$ cat src/rtl/lit_pkg.sv
package lit_pkg;
  localparam int unsigned VEC_W    = 8;
  localparam int unsigned MODE_W   = 3;
  localparam int unsigned VEC_LSB  = 0;
  localparam int unsigned MODE_LSB = 8;
  localparam int unsigned LVL_BIT  = 15;
  localparam int unsigned MASK_BIT = 16;
  localparam int unsigned PER_BIT  = 17;

  typedef struct packed {
    logic              periodic;
    logic              masked;
    logic              level;
    logic [MODE_W-1:0] mode;
    logic [VEC_W-1:0]  vector;
  } ctrl_t;

  localparam ctrl_t CTRL_RST = '{periodic: 1'b0, masked: 1'b1, level: 1'b0,
                                 mode: '0, vector: '0};

  function automatic ctrl_t decode_ctrl(input logic [31:0] w);
    ctrl_t c;
    c.vector   = w[VEC_LSB +: VEC_W];
    c.mode     = w[MODE_LSB +: MODE_W];
    c.level    = w[LVL_BIT];
    c.masked   = w[MASK_BIT];
    c.periodic = w[PER_BIT];
    return c;
  endfunction
endpackage

$ cat src/rtl/lit_ctrl_reg.sv
module lit_ctrl_reg
  import lit_pkg::*;
#(
  parameter int unsigned DATA_W = 32
) (
  input  logic              clk_i,
  input  logic              rst_ni,
  input  logic              we_i,
  input  logic [DATA_W-1:0] data_i,
  output ctrl_t             ctrl_o
);
  logic [31:0] word;
  ctrl_t       ctrl_q;

  // zero-extend or truncate so the field positions stay fixed
  assign word = 32'(data_i);

  always_ff @(posedge clk_i or negedge rst_ni) begin
    if (!rst_ni)   ctrl_q <= CTRL_RST;
    else if (we_i) ctrl_q <= decode_ctrl(word);
  end

  assign ctrl_o = ctrl_q;
endmodule

$ cat src/rtl/lit_counter.sv
module lit_counter #(
  parameter int unsigned CNT_W = 32
) (
  input  logic             clk_i,
  input  logic             rst_ni,
  input  logic             load_i,
  input  logic [CNT_W-1:0] load_val_i,
  input  logic             tick_i,
  input  logic             periodic_i,
  output logic [CNT_W-1:0] cnt_o,
  output logic [CNT_W-1:0] init_o,
  output logic             active_o,
  output logic             expire_o
);
  localparam logic [CNT_W-1:0] ONE = CNT_W'(1);

  logic [CNT_W-1:0] cnt_q, init_q;
  logic             active_q;

  // count write wins over a tick in the same cycle
  assign expire_o = !load_i && tick_i && active_q && (cnt_q == ONE);

  always_ff @(posedge clk_i or negedge rst_ni) begin
    if (!rst_ni) begin
      cnt_q    <= '0;
      init_q   <= '0;
      active_q <= 1'b0;
    end else if (load_i) begin
      cnt_q    <= load_val_i;
      init_q   <= load_val_i;
      active_q <= |load_val_i;
    end else if (expire_o) begin
      if (periodic_i) begin
        cnt_q <= init_q;
      end else begin
        cnt_q    <= '0;
        active_q <= 1'b0;
      end
    end else if (tick_i && active_q) begin
      cnt_q <= cnt_q - ONE;
    end
  end

  assign cnt_o    = cnt_q;
  assign init_o   = init_q;
  assign active_o = active_q;
endmodule

$ cat src/rtl/lit_req_gen.sv
module lit_req_gen
  import lit_pkg::*;
(
  input  logic              clk_i,
  input  logic              rst_ni,
  input  logic              expire_i,
  input  ctrl_t             ctrl_i,
  output logic              valid_o,
  output logic [VEC_W-1:0]  vector_o,
  output logic [MODE_W-1:0] mode_o,
  output logic              level_o
);
  logic fire;

  assign fire = expire_i && !ctrl_i.masked;

  always_ff @(posedge clk_i or negedge rst_ni) begin
    if (!rst_ni) begin
      valid_o  <= 1'b0;
      vector_o <= '0;
      mode_o   <= '0;
      level_o  <= 1'b0;
    end else begin
      valid_o <= fire;
      if (fire) begin
        vector_o <= ctrl_i.vector;
        mode_o   <= ctrl_i.mode;
        level_o  <= ctrl_i.level;
      end
    end
  end
endmodule

$ cat src/rtl/local_irq_timer.sv
module local_irq_timer
  import lit_pkg::*;
#(
  parameter int unsigned DATA_W = 32,
  parameter int unsigned CNT_W  = 32
) (
  input  logic              clk_i,
  input  logic              rst_ni,
  input  logic              wr_en_i,
  input  logic              wr_sel_i,
  input  logic [DATA_W-1:0] wr_data_i,
  input  logic              tick_i,
  output logic              req_valid_o,
  output logic [7:0]        req_vector_o,
  output logic [2:0]        req_mode_o,
  output logic              req_level_o
);
  ctrl_t            ctrl;
  logic             cnt_we, ctrl_we, expire, active;
  logic [CNT_W-1:0] cnt, init_cnt, load_val;

  assign cnt_we   = wr_en_i && !wr_sel_i;
  assign ctrl_we  = wr_en_i && wr_sel_i;
  assign load_val = CNT_W'(wr_data_i);

  lit_ctrl_reg #(.DATA_W(DATA_W)) i_ctrl (
    .clk_i  (clk_i),
    .rst_ni (rst_ni),
    .we_i   (ctrl_we),
    .data_i (wr_data_i),
    .ctrl_o (ctrl)
  );

  lit_counter #(.CNT_W(CNT_W)) i_cnt (
    .clk_i      (clk_i),
    .rst_ni     (rst_ni),
    .load_i     (cnt_we),
    .load_val_i (load_val),
    .tick_i     (tick_i),
    .periodic_i (ctrl.periodic),
    .cnt_o      (cnt),
    .init_o     (init_cnt),
    .active_o   (active),
    .expire_o   (expire)
  );

  lit_req_gen i_req (
    .clk_i    (clk_i),
    .rst_ni   (rst_ni),
    .expire_i (expire),
    .ctrl_i   (ctrl),
    .valid_o  (req_valid_o),
    .vector_o (req_vector_o),
    .mode_o   (req_mode_o),
    .level_o  (req_level_o)
  );
endmodule

$ cat config.mk
export PLATFORM = sky130hd
export DESIGN_NAME = local_irq_timer
export DESIGN_NICKNAME = d
export VERILOG_FILES = /design/src/rtl/lit_pkg.sv /design/src/rtl/lit_ctrl_reg.sv /design/src/rtl/lit_counter.sv /design/src/rtl/lit_req_gen.sv /design/src/rtl/local_irq_timer.sv
export SDC_FILE = /design/constraint.sdc
export NUM_CORES = 1
export LEC_CHECK = 0
export BUFFER_PORTS_ARGS = -buffer_cell sky130_fd_sc_hd__buf_2
export CORE_MARGIN = 2
export CORE_UTILIZATION = 63
export DETAILED_ROUTE_END_ITERATION = 12
export PLACE_DENSITY = 0.82
export SYNTH_ARGS = -nofsm -noshare
export SYNTH_HDL_FRONTEND = slang
export SYNTH_SLANG_ARGS = --single-unit
$ cat constraint.sdc
create_clock -name clk_i -period 4.7 [get_ports clk_i]
set_clock_uncertainty 0.05 [all_clocks]
set_input_delay 0.235 -clock clk_i [delete_from_list [all_inputs] [get_ports clk_i]]
set_output_delay 0.235 -clock clk_i [all_outputs]
set_load 0.02 [all_outputs]
==> results.sh, run 1 <==
export IMPL_yosys_most_used_dff="dfrtp_1"
export IMPL_reg2reg_from="i_cnt.cnt_o[8]"
export IMPL_cts_sinks=92
export IMPL_initial_core_util_pct=64.7
export IMPL_final_cell_mix="118 x nand2_1, 91 x dfrtp_1, 48 x buf_2, 30 x nor2_1, 18 x nor4_1"
export IMPL_period_minus_slack_ps=3140
export IMPL_max_clock_freq_mhz=319
export IMPL_tightest_slew_ps=988
export IMPL_top_usage_layer="met2"
export IMPL_cts_buffers=9
export IMPL_hold_slack_ps=10.5
export IMPL_maxSlewHeadroom_pct=33.8
export IMPL_post_drt_wl_per_cell_um=18.1
export IMPL_crit_required_ps=4930
export IMPL_root_buffer="clkbuf_8"
export IMPL_postSynthCellCount=499
export IMPL_synth_seq_cells=92
export IMPL_use_met1_pct=41.6
export IMPL_maxCapViolCount=0
export IMPL_cp_arrival_ps=3360
export IMPL_avgSynthCellArea_sq_um=9.35
export IMPL_rsz0062_at_grt="no"
export IMPL_ios=50
export IMPL_core_area_sq_um=7210
export IMPL_die_w_um=90.1
export IMPL_dieArea_sq_um=8110
export IMPL_drcViolationCount=0
export IMPL_place_hpwl_mm=8.12
export IMPL_gp_congestion=0.980
export IMPL_rr_worst_depth=6
export IMPL_drive_gt1_share_pct=18.1
export IMPL_rr_endpoint="i_cnt.cnt_o[31]"
export IMPL_tritoncts="done"
export IMPL_multi_input_area_sq_um=2230
export IMPL_p_clk_share_pct=28.5
export IMPL_setup_tns_ps=0
export IMPL_finalPower_mw=1.89
export IMPL_pwr_share_seq_pct=53.5
export IMPL_p_comb_share_pct=18.0
export IMPL_crit_chain="or4_1 -> nor4_2 -> nand4_1 -> nor2_1 -> a221oi_1 -> a211oi_1"
export IMPL_finalHoldViolations=0
export IMPL_drtIter0Drc=478
export IMPL_grt_max_degree=59
export IMPL_seq_area_frac_synth_pct=49.4
export IMPL_critPathTopFamily="simple AND/OR/NAND/NOR gates"
export IMPL_crit_type="reg2reg"
export IMPL_critPathLaunchType="flip-flop"
export IMPL_wl_mm=11.6
export IMPL_synthesis_area_sq_um=4670
export IMPL_switchingPower_mw=0.636
export IMPL_antenna_cells=0
export IMPL_hold_depth=3
export IMPL_power_internal_mw=1.25
export IMPL_die_h_um=90.1
export IMPL_htree_levels=3
export IMPL_final_common_cell="nand2_1"
export IMPL_reg2reg_slack_ps=1560
export IMPL_gr_usage_met3_pct=4.27
export IMPL_clockBufferDepth=2
export IMPL_clk_pin_slew_ps=110
export IMPL_grtUsageMet2_pct=47.7
export IMPL_routed_via_density=6.35
export IMPL_holdPathEnd="i_cnt.init_o[30]"
export IMPL_antenna_found_initial=0
export IMPL_fp_row_count=31
export IMPL_vias=4069
export IMPL_synth_distinct_cells=58
export IMPL_finalMaxSlewViolations=0
export IMPL_syn2layout_area_growth_pct=11.1
export IMPL_gr_total_overflow=0
export IMPL_grt_pass1_vias=3989
export IMPL_cpMaxStageDelayCell="nor2_1"
export IMPL_grt_usage_pct=30.4
export IMPL_ys_async_sr_fraction_pct=100
export IMPL_cp_max_fo=12
export IMPL_n_fill_cell=561
export IMPL_synth_edf_count=0
export IMPL_clk_latency_ps=390
export IMPL_fin_nets=576
export IMPL_worstHoldStart="wr_data_i[30]"
export IMPL_ant_nets=0
export IMPL_ir_drop_mv=0.226
export IMPL_max_stage_delay_ps=740
export IMPL_p_leak_nw=2.35
export IMPL_hp_class="in2reg"
export IMPL_switching_share_pct=33.7
export IMPL_final_setup_viol_count=0
export IMPL_status="finished clean"
export IMPL_crit_path_end_kind="flip-flop"
export IMPL_critPathBufInv=0
export IMPL_regArea_sq_um=2300
export IMPL_dr_pass1_iters=5
export IMPL_synth_nets=538
export IMPL_p_per_area_nw_per_um2=364
export IMPL_fin_crit_sh_pct=66.7
export IMPL_io_buffer_count=49
export IMPL_grt_pass1_wl_mm=19.7
export IMPL_yosys_warnings=0
export IMPL_cts_setup_buffers=0
==> worst reg2reg max path, cell delays in order, from the launching register on <==
cell      delay (ps)
dfrtp_1          440
or4_1            630
nor4_2           410
nand4_1          260
nor2_1           740
a221oi_1         220
a211oi_1         280
==> cells in the mapped netlist (all sizes together) (5+ instances only) <==
cell	number	area share, %
nand2	119	9.6
dfrtp	91	49
nor2	32	2.9
mux2	26	6.3
o21ai	21	2.3
nor4	20	2.9
a21oi	17	1.8
buf	14	1.5
clkbuf	14	1.1
nand4	14	1.9
nor3	14	1.5
o211ai	14	2.3
a31oi	13	1.7
nand3	10	1.1
xnor2	9	1.7
or4	8	1.4
a22o	6	1.1
mux2i	6	1.3
a21boi	5	0.80
inv	5	0.40
==> per-stage QoR <==
step	setup slack (ps)	std cells	util (%)	area, sq um
6_report	1560	641	71.9	5180
5_1_grt	1330	641	71.9	5180
4_1_cts	1650	641	71.9	5180
3_5_place_dp	1670	624	68.8	4970
3_3_place_gp	1780	624	68.8	4970
2_1_floorplan	2060	499	-	4670
==> per-layer routing <==
layer | wire length (um) | up-vias | part of all wire (%)
met5 | 0 | - | 0
met4 | 405 | 0 | 3.5
met3 | 827 | 40 | 7.1
met2 | 5510 | 185 | 47
met1 | 4880 | 1969 | 42
li1 | - | 1875 | -
==> flip-flops by register name, indices dropped and copies added (netlist names) <==
name,count
i_cnt.cnt_o,32
i_cnt.init_o,32
i_ctrl.ctrl_o,14
i_req.vector_o,8
i_req.mode_o,3
i_cnt.active_o,1
i_req.level_o,1
i_req.valid_o,1
==> logic make-up after synthesis <==
family,share of synthesized area [%]
compound gates,13.5
fa+ha+maj,0.536
buf+inv,3.06
flops,49.4
simple gates,23.9
mux,7.56
xor+xnor,2.07
==> how the worst max path moves through the flow <==
stage                         startpoint               to  slack [ps]  depth (start not counted)
after floorplan           i_cnt.cnt_o[1]    i_req.level_o        2060                          9
after global placement    i_cnt.cnt_o[1]  i_cnt.cnt_o[13]        1780                          7
after detailed placement  i_cnt.cnt_o[8]  i_cnt.cnt_o[31]        1670                          6
after CTS                 i_cnt.cnt_o[8]  i_cnt.cnt_o[31]        1650                          6
after global routing      i_cnt.cnt_o[8]  i_cnt.cnt_o[31]        1330                          6
final                     i_cnt.cnt_o[8]  i_cnt.cnt_o[31]        1560                          6
==> layout make-up <==
class                   count  area share [%]
clock buffers               9            2.39
clock inverters             7            1.62
inverters                   5           0.362
multi-input cells         374            43.1
flip-flops and latches     92            44.4
well taps                  99            2.39
repair buffers             55            5.70
==> power groups by stage <==
stage               logic [mW]  clock network, mW  registers (mW)
floorplan                0.255                  0           0.979
global placement         0.319                  0            1.01
detailed placement       0.333                  0            1.02
CTS                      0.338              0.541            1.01
global route             0.384              0.574            1.03
finish                   0.340              0.537            1.01
==> repair_timing <==
action                                 CTS  global route
hold buffers                             1             0
endpoints found under the hold margin   34             0
resized for setup                        0             0
(Power assumes the default switching activity.)
==> inputs of run 2 (changes only) <==
--- a/config.mk
+++ b/config.mk
@@ -7,9 +7,9 @@
 export LEC_CHECK = 0
 export BUFFER_PORTS_ARGS = -buffer_cell sky130_fd_sc_hd__buf_2
 export CORE_MARGIN = 2
-export CORE_UTILIZATION = 63
+export CORE_UTILIZATION = 53
 export DETAILED_ROUTE_END_ITERATION = 12
-export PLACE_DENSITY = 0.82
+export PLACE_DENSITY = 0.73
 export SYNTH_ARGS = -nofsm -noshare
 export SYNTH_HDL_FRONTEND = slang
 export SYNTH_SLANG_ARGS = --single-unit
==> constraint.sdc (replaced) <==
create_clock -name clk_i -period 2.5 [get_ports clk_i]
set_clock_uncertainty 0.05 [all_clocks]
set_input_delay 0.125 -clock clk_i [delete_from_list [all_inputs] [get_ports clk_i]]
set_output_delay 0.125 -clock clk_i [all_outputs]
set_load 0.02 [all_outputs]
==> results.sh, run 2 (synthesized netlist as in run 1, its figures left out) <==
export IMPL_status="complete, but fails checks"
export IMPL_failed_checks="setup timing"
export IMPL_vias=4402
export IMPL_routed_via_density=5.99
export IMPL_grt_max_degree=56
export IMPL_gr_total_overflow=0
export IMPL_max_clock_freq_mhz=377
export IMPL_grt_pass1_vias=4500
export IMPL_maxSlewHeadroom_pct=52.2
export IMPL_cts_buffers=9
export IMPL_place_hpwl_mm=8.86
export IMPL_rsz0062_at_grt="yes"
export IMPL_reg2reg_from="i_cnt.cnt_o[1]"
export IMPL_core_area_sq_um=8640
export IMPL_drcViolationCount=0
export IMPL_crit_required_ps=2700
export IMPL_p_per_area_nw_per_um2=621
export IMPL_max_stage_delay_ps=450
export IMPL_drtIter0Drc=269
export IMPL_final_util_pct=70.3
export IMPL_root_buffer="clkbuf_8"
export IMPL_crit_type="reg2reg"
export IMPL_critPathTopFamily="simple AND/OR/NAND/NOR gates"
export IMPL_rr_worst_depth=9
export IMPL_drive_gt1_share_pct=27.4
export IMPL_met2WireLength_mm=6.50
export IMPL_ir_drop_mv=0.392
export IMPL_n_fill_cell=655
export IMPL_p_leak_nw=2.78
export IMPL_clk_latency_ps=370
export IMPL_rr_endpoint="i_cnt.cnt_o[16]"
export IMPL_finalHoldViolations=0
export IMPL_critPathLaunchType="flip-flop"
export IMPL_clockBufferDepth=2
export IMPL_grt_pass1_wl_mm=22.3
export IMPL_final_cell_mix="118 x nand2_1, 91 x dfrtp_1, 50 x buf_4, 48 x buf_2, 30 x dlygate4sd3_1"
export IMPL_critPathBufInv=2
export IMPL_finalPower_mw=3.77
export IMPL_dieArea_sq_um=9570
export IMPL_period_minus_slack_ps=2650
export IMPL_tritoncts="done"
export IMPL_ant_nets=0
export IMPL_crit_chain="inv_2 -> ha_4 -> or4b_4 -> or4_4 -> or3_4 -> buf_6 -> nand2_4 -> o21ai_1 -> a221o_1"
export IMPL_tightest_slew_ps=716
export IMPL_reg2reg_slack_ps=-150
export IMPL_final_setup_viol_count=37
export IMPL_antenna_cells=0
export IMPL_final_common_cell="nand2_1"
export IMPL_crit_path_start="i_cnt.cnt_o[1]"
export IMPL_hold_slack_ps=7.54
export IMPL_fin_nets=661
export IMPL_layoutNonFillerInstCount=735
export IMPL_setup_worst_path_end="i_cnt.cnt_o[16]"
export IMPL_antenna_found_initial=1
export IMPL_initial_core_util_pct=54.0
export IMPL_crit_path_end_kind="flip-flop"
export IMPL_setup_ws_ps=-153
export IMPL_hp_class="in2reg"
export IMPL_top_layer="met4"
export IMPL_cpMaxStageDelayCell="or4b_4"
export IMPL_grt_usage_pct=28.7
export IMPL_maxCapViolCount=0
export IMPL_dr_wl_met3_um=933
export IMPL_clk_pin_slew_ps=90
export IMPL_die_w_um=97.8
export IMPL_syn2layout_area_growth_pct=30.2
export IMPL_ios=50
export IMPL_finalMaxSlewViolations=0
export IMPL_worstSetupPathDepth=9
export IMPL_die_h_um=97.8
export IMPL_htree_levels=3
export IMPL_io_buffer_count=49
export IMPL_cp_max_fo=4
export IMPL_cp_arrival_ps=2850
export IMPL_gp_congestion=0.926
export IMPL_dpl_cell_count=677
export IMPL_fp_row_count=34
export IMPL_dr_pass1_iters=5
export IMPL_drt_met1_wl_mm=5.68
export IMPL_post_drt_wl_per_cell_um=18.2
export IMPL_wl_mm=13.4
export IMPL_fin_crit_sh_pct=106
export IMPL_cts_sinks=92
==> run 2: worst register-to-register path: stages (launching register included) <==
cell,delay (ps)
dfrtp_1,400
inv_2,80
ha_4,120
or4b_4,450
or4_4,420
or3_4,450
buf_6,170
nand2_4,70
o21ai_1,60
a221o_1,260
==> run 2: how the worst min path moves through the flow <==
stage | from | endpoint | slack [ps] | depth (start not counted)
4_1_cts | wr_data_i[15] | i_cnt.init_o[15] | 0.9 | 3
6_report | wr_data_i[15] | i_cnt.init_o[15] | 8 | 3
3_3_place_gp | rst_ni | i_cnt.cnt_o[24] | 80 | 1
2_1_floorplan | rst_ni | i_cnt.active_o | -220 | 0
3_5_place_dp | rst_ni | i_cnt.cnt_o[24] | 80 | 1
5_1_grt | wr_data_i[15] | i_ctrl.ctrl_o[11] | 20 | 2
==> run 2: area by class of cell <==
type	count	area [sq um]	area share (%)
clock buffer	10	138	2.27
clock inverter	6	52.6	0.865
inverter	5	18.8	0.309
sequential	92	2300	37.9
timing repair buffer	139	1050	17.3
multi-input combinational	375	2380	39.1
tap	108	135	2.22
==> run 2: through the flow <==
stage               TNS (ps)  worst slack, ps  instance area, sq um
finish                 -2490             -153                  6070
global route           -5520             -210                  6070
CTS                    -1950             -139                  5980
detailed placement     -2970             -191                  5320
global placement       -1330             -112                  5320
floorplan              -1130             -113                  4670
==> run 2: what timing repair did <==
action	in CTS	in global routing
setup endpoints to repair	32	45
hold buffers	30	0
endpoints found under the hold margin	75	0
gates resized for setup	24	22
pin swaps	9	7
cloned	3	0
buffers inserted	7	2
==> run 2: metal layers <==
layer	track usage, %	vias up
met2	46.9	197
met3	5.08	20
li1	-	2040
met5	0	-
met1	39.1	2145
met4	9.62	0
==> run 2: power breakdown <==
| group | switching, mW | total, mW | internal [mW] | leakage [nW] |
|---|---|---|---|---|
| Combinational | 0.496 | 0.946 | 0.450 | 1.57 |
| Clock | 0.577 | 0.981 | 0.405 | 0.0914 |
| Sequential | 0.161 | 1.84 | 1.68 | 1.12 |
==> inputs of run 3 (changes only) <==
--- a/config.mk
+++ b/config.mk
@@ -7,9 +7,10 @@
 export LEC_CHECK = 0
 export BUFFER_PORTS_ARGS = -buffer_cell sky130_fd_sc_hd__buf_2
 export CORE_MARGIN = 2
-export CORE_UTILIZATION = 53
+export CORE_UTILIZATION = 40
 export DETAILED_ROUTE_END_ITERATION = 12
-export PLACE_DENSITY = 0.73
+export PLACE_DENSITY = 0.57
+export SKIP_CTS_REPAIR_TIMING = 1
 export SYNTH_ARGS = -nofsm -noshare
 export SYNTH_HDL_FRONTEND = slang
 export SYNTH_SLANG_ARGS = --single-unit
==> results.sh, run 3 (synthesized netlist as in run 1, its figures left out) <==
export IMPL_finalMaxSlewViolations=0
export IMPL_ir_drop_mv=0.489
export IMPL_fin_nets=655
export IMPL_reg2reg_slack_ps=-100
export IMPL_maxCapViolCount=0
export IMPL_status="complete, but fails checks"
export IMPL_cp_max_fo=6
export IMPL_fin_crit_sh_pct=104
export IMPL_wl_mm=14.0
export IMPL_initial_core_util_pct=40.9
export IMPL_final_cell_mix="118 x nand2_1, 91 x dfrtp_1, 54 x buf_4, 48 x buf_2, 23 x nor2_1"
export IMPL_cts_buffers=9
export IMPL_reg2reg_from="i_cnt.cnt_o[1]"
export IMPL_p_clk_share_pct=34.2
export IMPL_place_ws_ps=-147
export IMPL_root_buffer="clkbuf_16"
export IMPL_drcViolationCount=0
export IMPL_drtIter0Drc=267
export IMPL_tightest_slew_ps=782
export IMPL_crit_required_ps=2690
export IMPL_dr_pass1_iters=4
export IMPL_antenna_cells=0
export IMPL_antenna_found_initial=0
export IMPL_tritoncts="done"
export IMPL_fin_area_sq_um=6260
export IMPL_switchingPower_mw=1.31
export IMPL_grt_usage_pct=22.2
export IMPL_rsz0062_at_grt="yes"
export IMPL_io_buffer_count=49
export IMPL_setup_tns_ps=-1390
export IMPL_final_common_cell="nand2_1"
export IMPL_routed_via_density=5.62
export IMPL_die_h_um=112
export IMPL_place_hpwl_mm=9.51
export IMPL_drive_gt1_share_pct=30.9
export IMPL_crit_path_end_kind="flip-flop"
export IMPL_clk_pin_slew_ps=70
export IMPL_rr_worst_depth=7
export IMPL_grt_pass1_vias=4146
export IMPL_setup_ws_ps=-103
export IMPL_hold_slack_ps=-26.0
export IMPL_p_leak_nw=2.83
export IMPL_rr_endpoint="i_req.mode_o[0]"
export IMPL_clk_latency_ps=360
export IMPL_dieArea_sq_um=12500
export IMPL_hp_class="in2reg"
export IMPL_grt_max_degree=49
export IMPL_final_util_pct=54.8
export IMPL_clockBufferDepth=2
export IMPL_power_internal_mw=2.97
export IMPL_worstHoldStart="wr_data_i[21]"
export IMPL_pwr_share_seq_pct=42.7
export IMPL_ant_nets=0
export IMPL_post_drt_wl_per_cell_um=18.3
export IMPL_gr_total_overflow=0
export IMPL_switching_share_pct=30.7
export IMPL_cts_sinks=92
export IMPL_vias=4294
export IMPL_failed_checks="hold timing, setup timing"
export IMPL_critPathLaunchType="flip-flop"
export IMPL_cp_arrival_ps=2790
export IMPL_max_clock_freq_mhz=384
export IMPL_syn2layout_area_growth_pct=34.2
export IMPL_fp_row_count=39
export IMPL_core_area_sq_um=11400
export IMPL_grt_pass1_wl_mm=21.8
export IMPL_p_per_area_nw_per_um2=684
export IMPL_final_setup_viol_count=25
export IMPL_placed_area_sq_um=5420
export IMPL_die_w_um=112
export IMPL_n_fill_cell=1063
export IMPL_ios=50
export IMPL_crit_type="reg2reg"
export IMPL_period_minus_slack_ps=2600
export IMPL_maxSlewHeadroom_pct=47.4
export IMPL_crit_path_start="i_cnt.cnt_o[1]"
export IMPL_finalHoldViolations=4
export IMPL_gp_congestion=0.908
export IMPL_hold_depth=3
export IMPL_holdPathEnd="i_cnt.init_o[21]"
export IMPL_p_comb_share_pct=23.1
export IMPL_htree_levels=3
run 3: cell types whose count changed in the layout (fill, tap and decap cells not counted), sizes merged:
cell,delta
buf,+6
clkinv,-1
clkinvlp,-2
bufinv,+1
dlygate4sd3,-12
inv,+2
run 3: how the worst max path moves through the flow:
stage / endpoint / cells past startpoint
3_5_place_dp: i_req.vector_o[6] / 7
5_1_grt: i_req.mode_o[0] / 7
4_1_cts: i_req.mode_o[1] / 7
6_report: i_req.mode_o[0] / 7
3_3_place_gp: i_req.vector_o[7] / 7
2_1_floorplan: i_req.level_o / 9
run 3: worst max-delay path: stages, from the launching register on:
cell	delay, ps
dfrtp_1	390
inv_2	80
ha_4	120
or4b_4	450
or4_4	430
or3_4	410
nor2_4	210
mux2_1	350
run 3: layer usage:
metal | vias up | track usage (%) | share of wire [%]
met4 | 0 | 5.45 | 0.89
met1 | 2143 | 30.0 | 46
met2 | 98 | 36.4 | 49
met3 | 12 | 5.50 | 3.6
met5 | - | 0 | 0
li1 | 2041 | - | -
run 3: power by group through the flow:
| stage | Combinational, mW | Sequential, mW | Clock, mW |
|---|---|---|---|
| CTS | 0.872 | 1.82 | 1.49 |
| floorplan | 0.480 | 1.84 | 0 |
| detailed placement | 0.868 | 1.84 | 0 |
| global route | 1.10 | 1.86 | 1.56 |
| global placement | 0.853 | 1.84 | 0 |
| finish | 0.990 | 1.83 | 1.47 |
run 3: per-stage QoR:
stage,power [mW],std cells
after floorplan,2.32,499
after global placement,2.69,719
after detailed placement,2.71,719
after CTS,4.18,735
after global routing,4.51,764
final,4.28,764
run 3: cell type report:
class | count | area [sq um] | area share (%)
clock buffers | 10 | 239 | 3.82
clock inverters | 6 | 76.3 | 1.22
inverters | 5 | 18.8 | 0.300
multi-input cells | 375 | 2450 | 39.2
flip-flops and latches | 92 | 2300 | 36.8
well taps | 143 | 179 | 2.86
repair buffers | 133 | 993 | 15.9
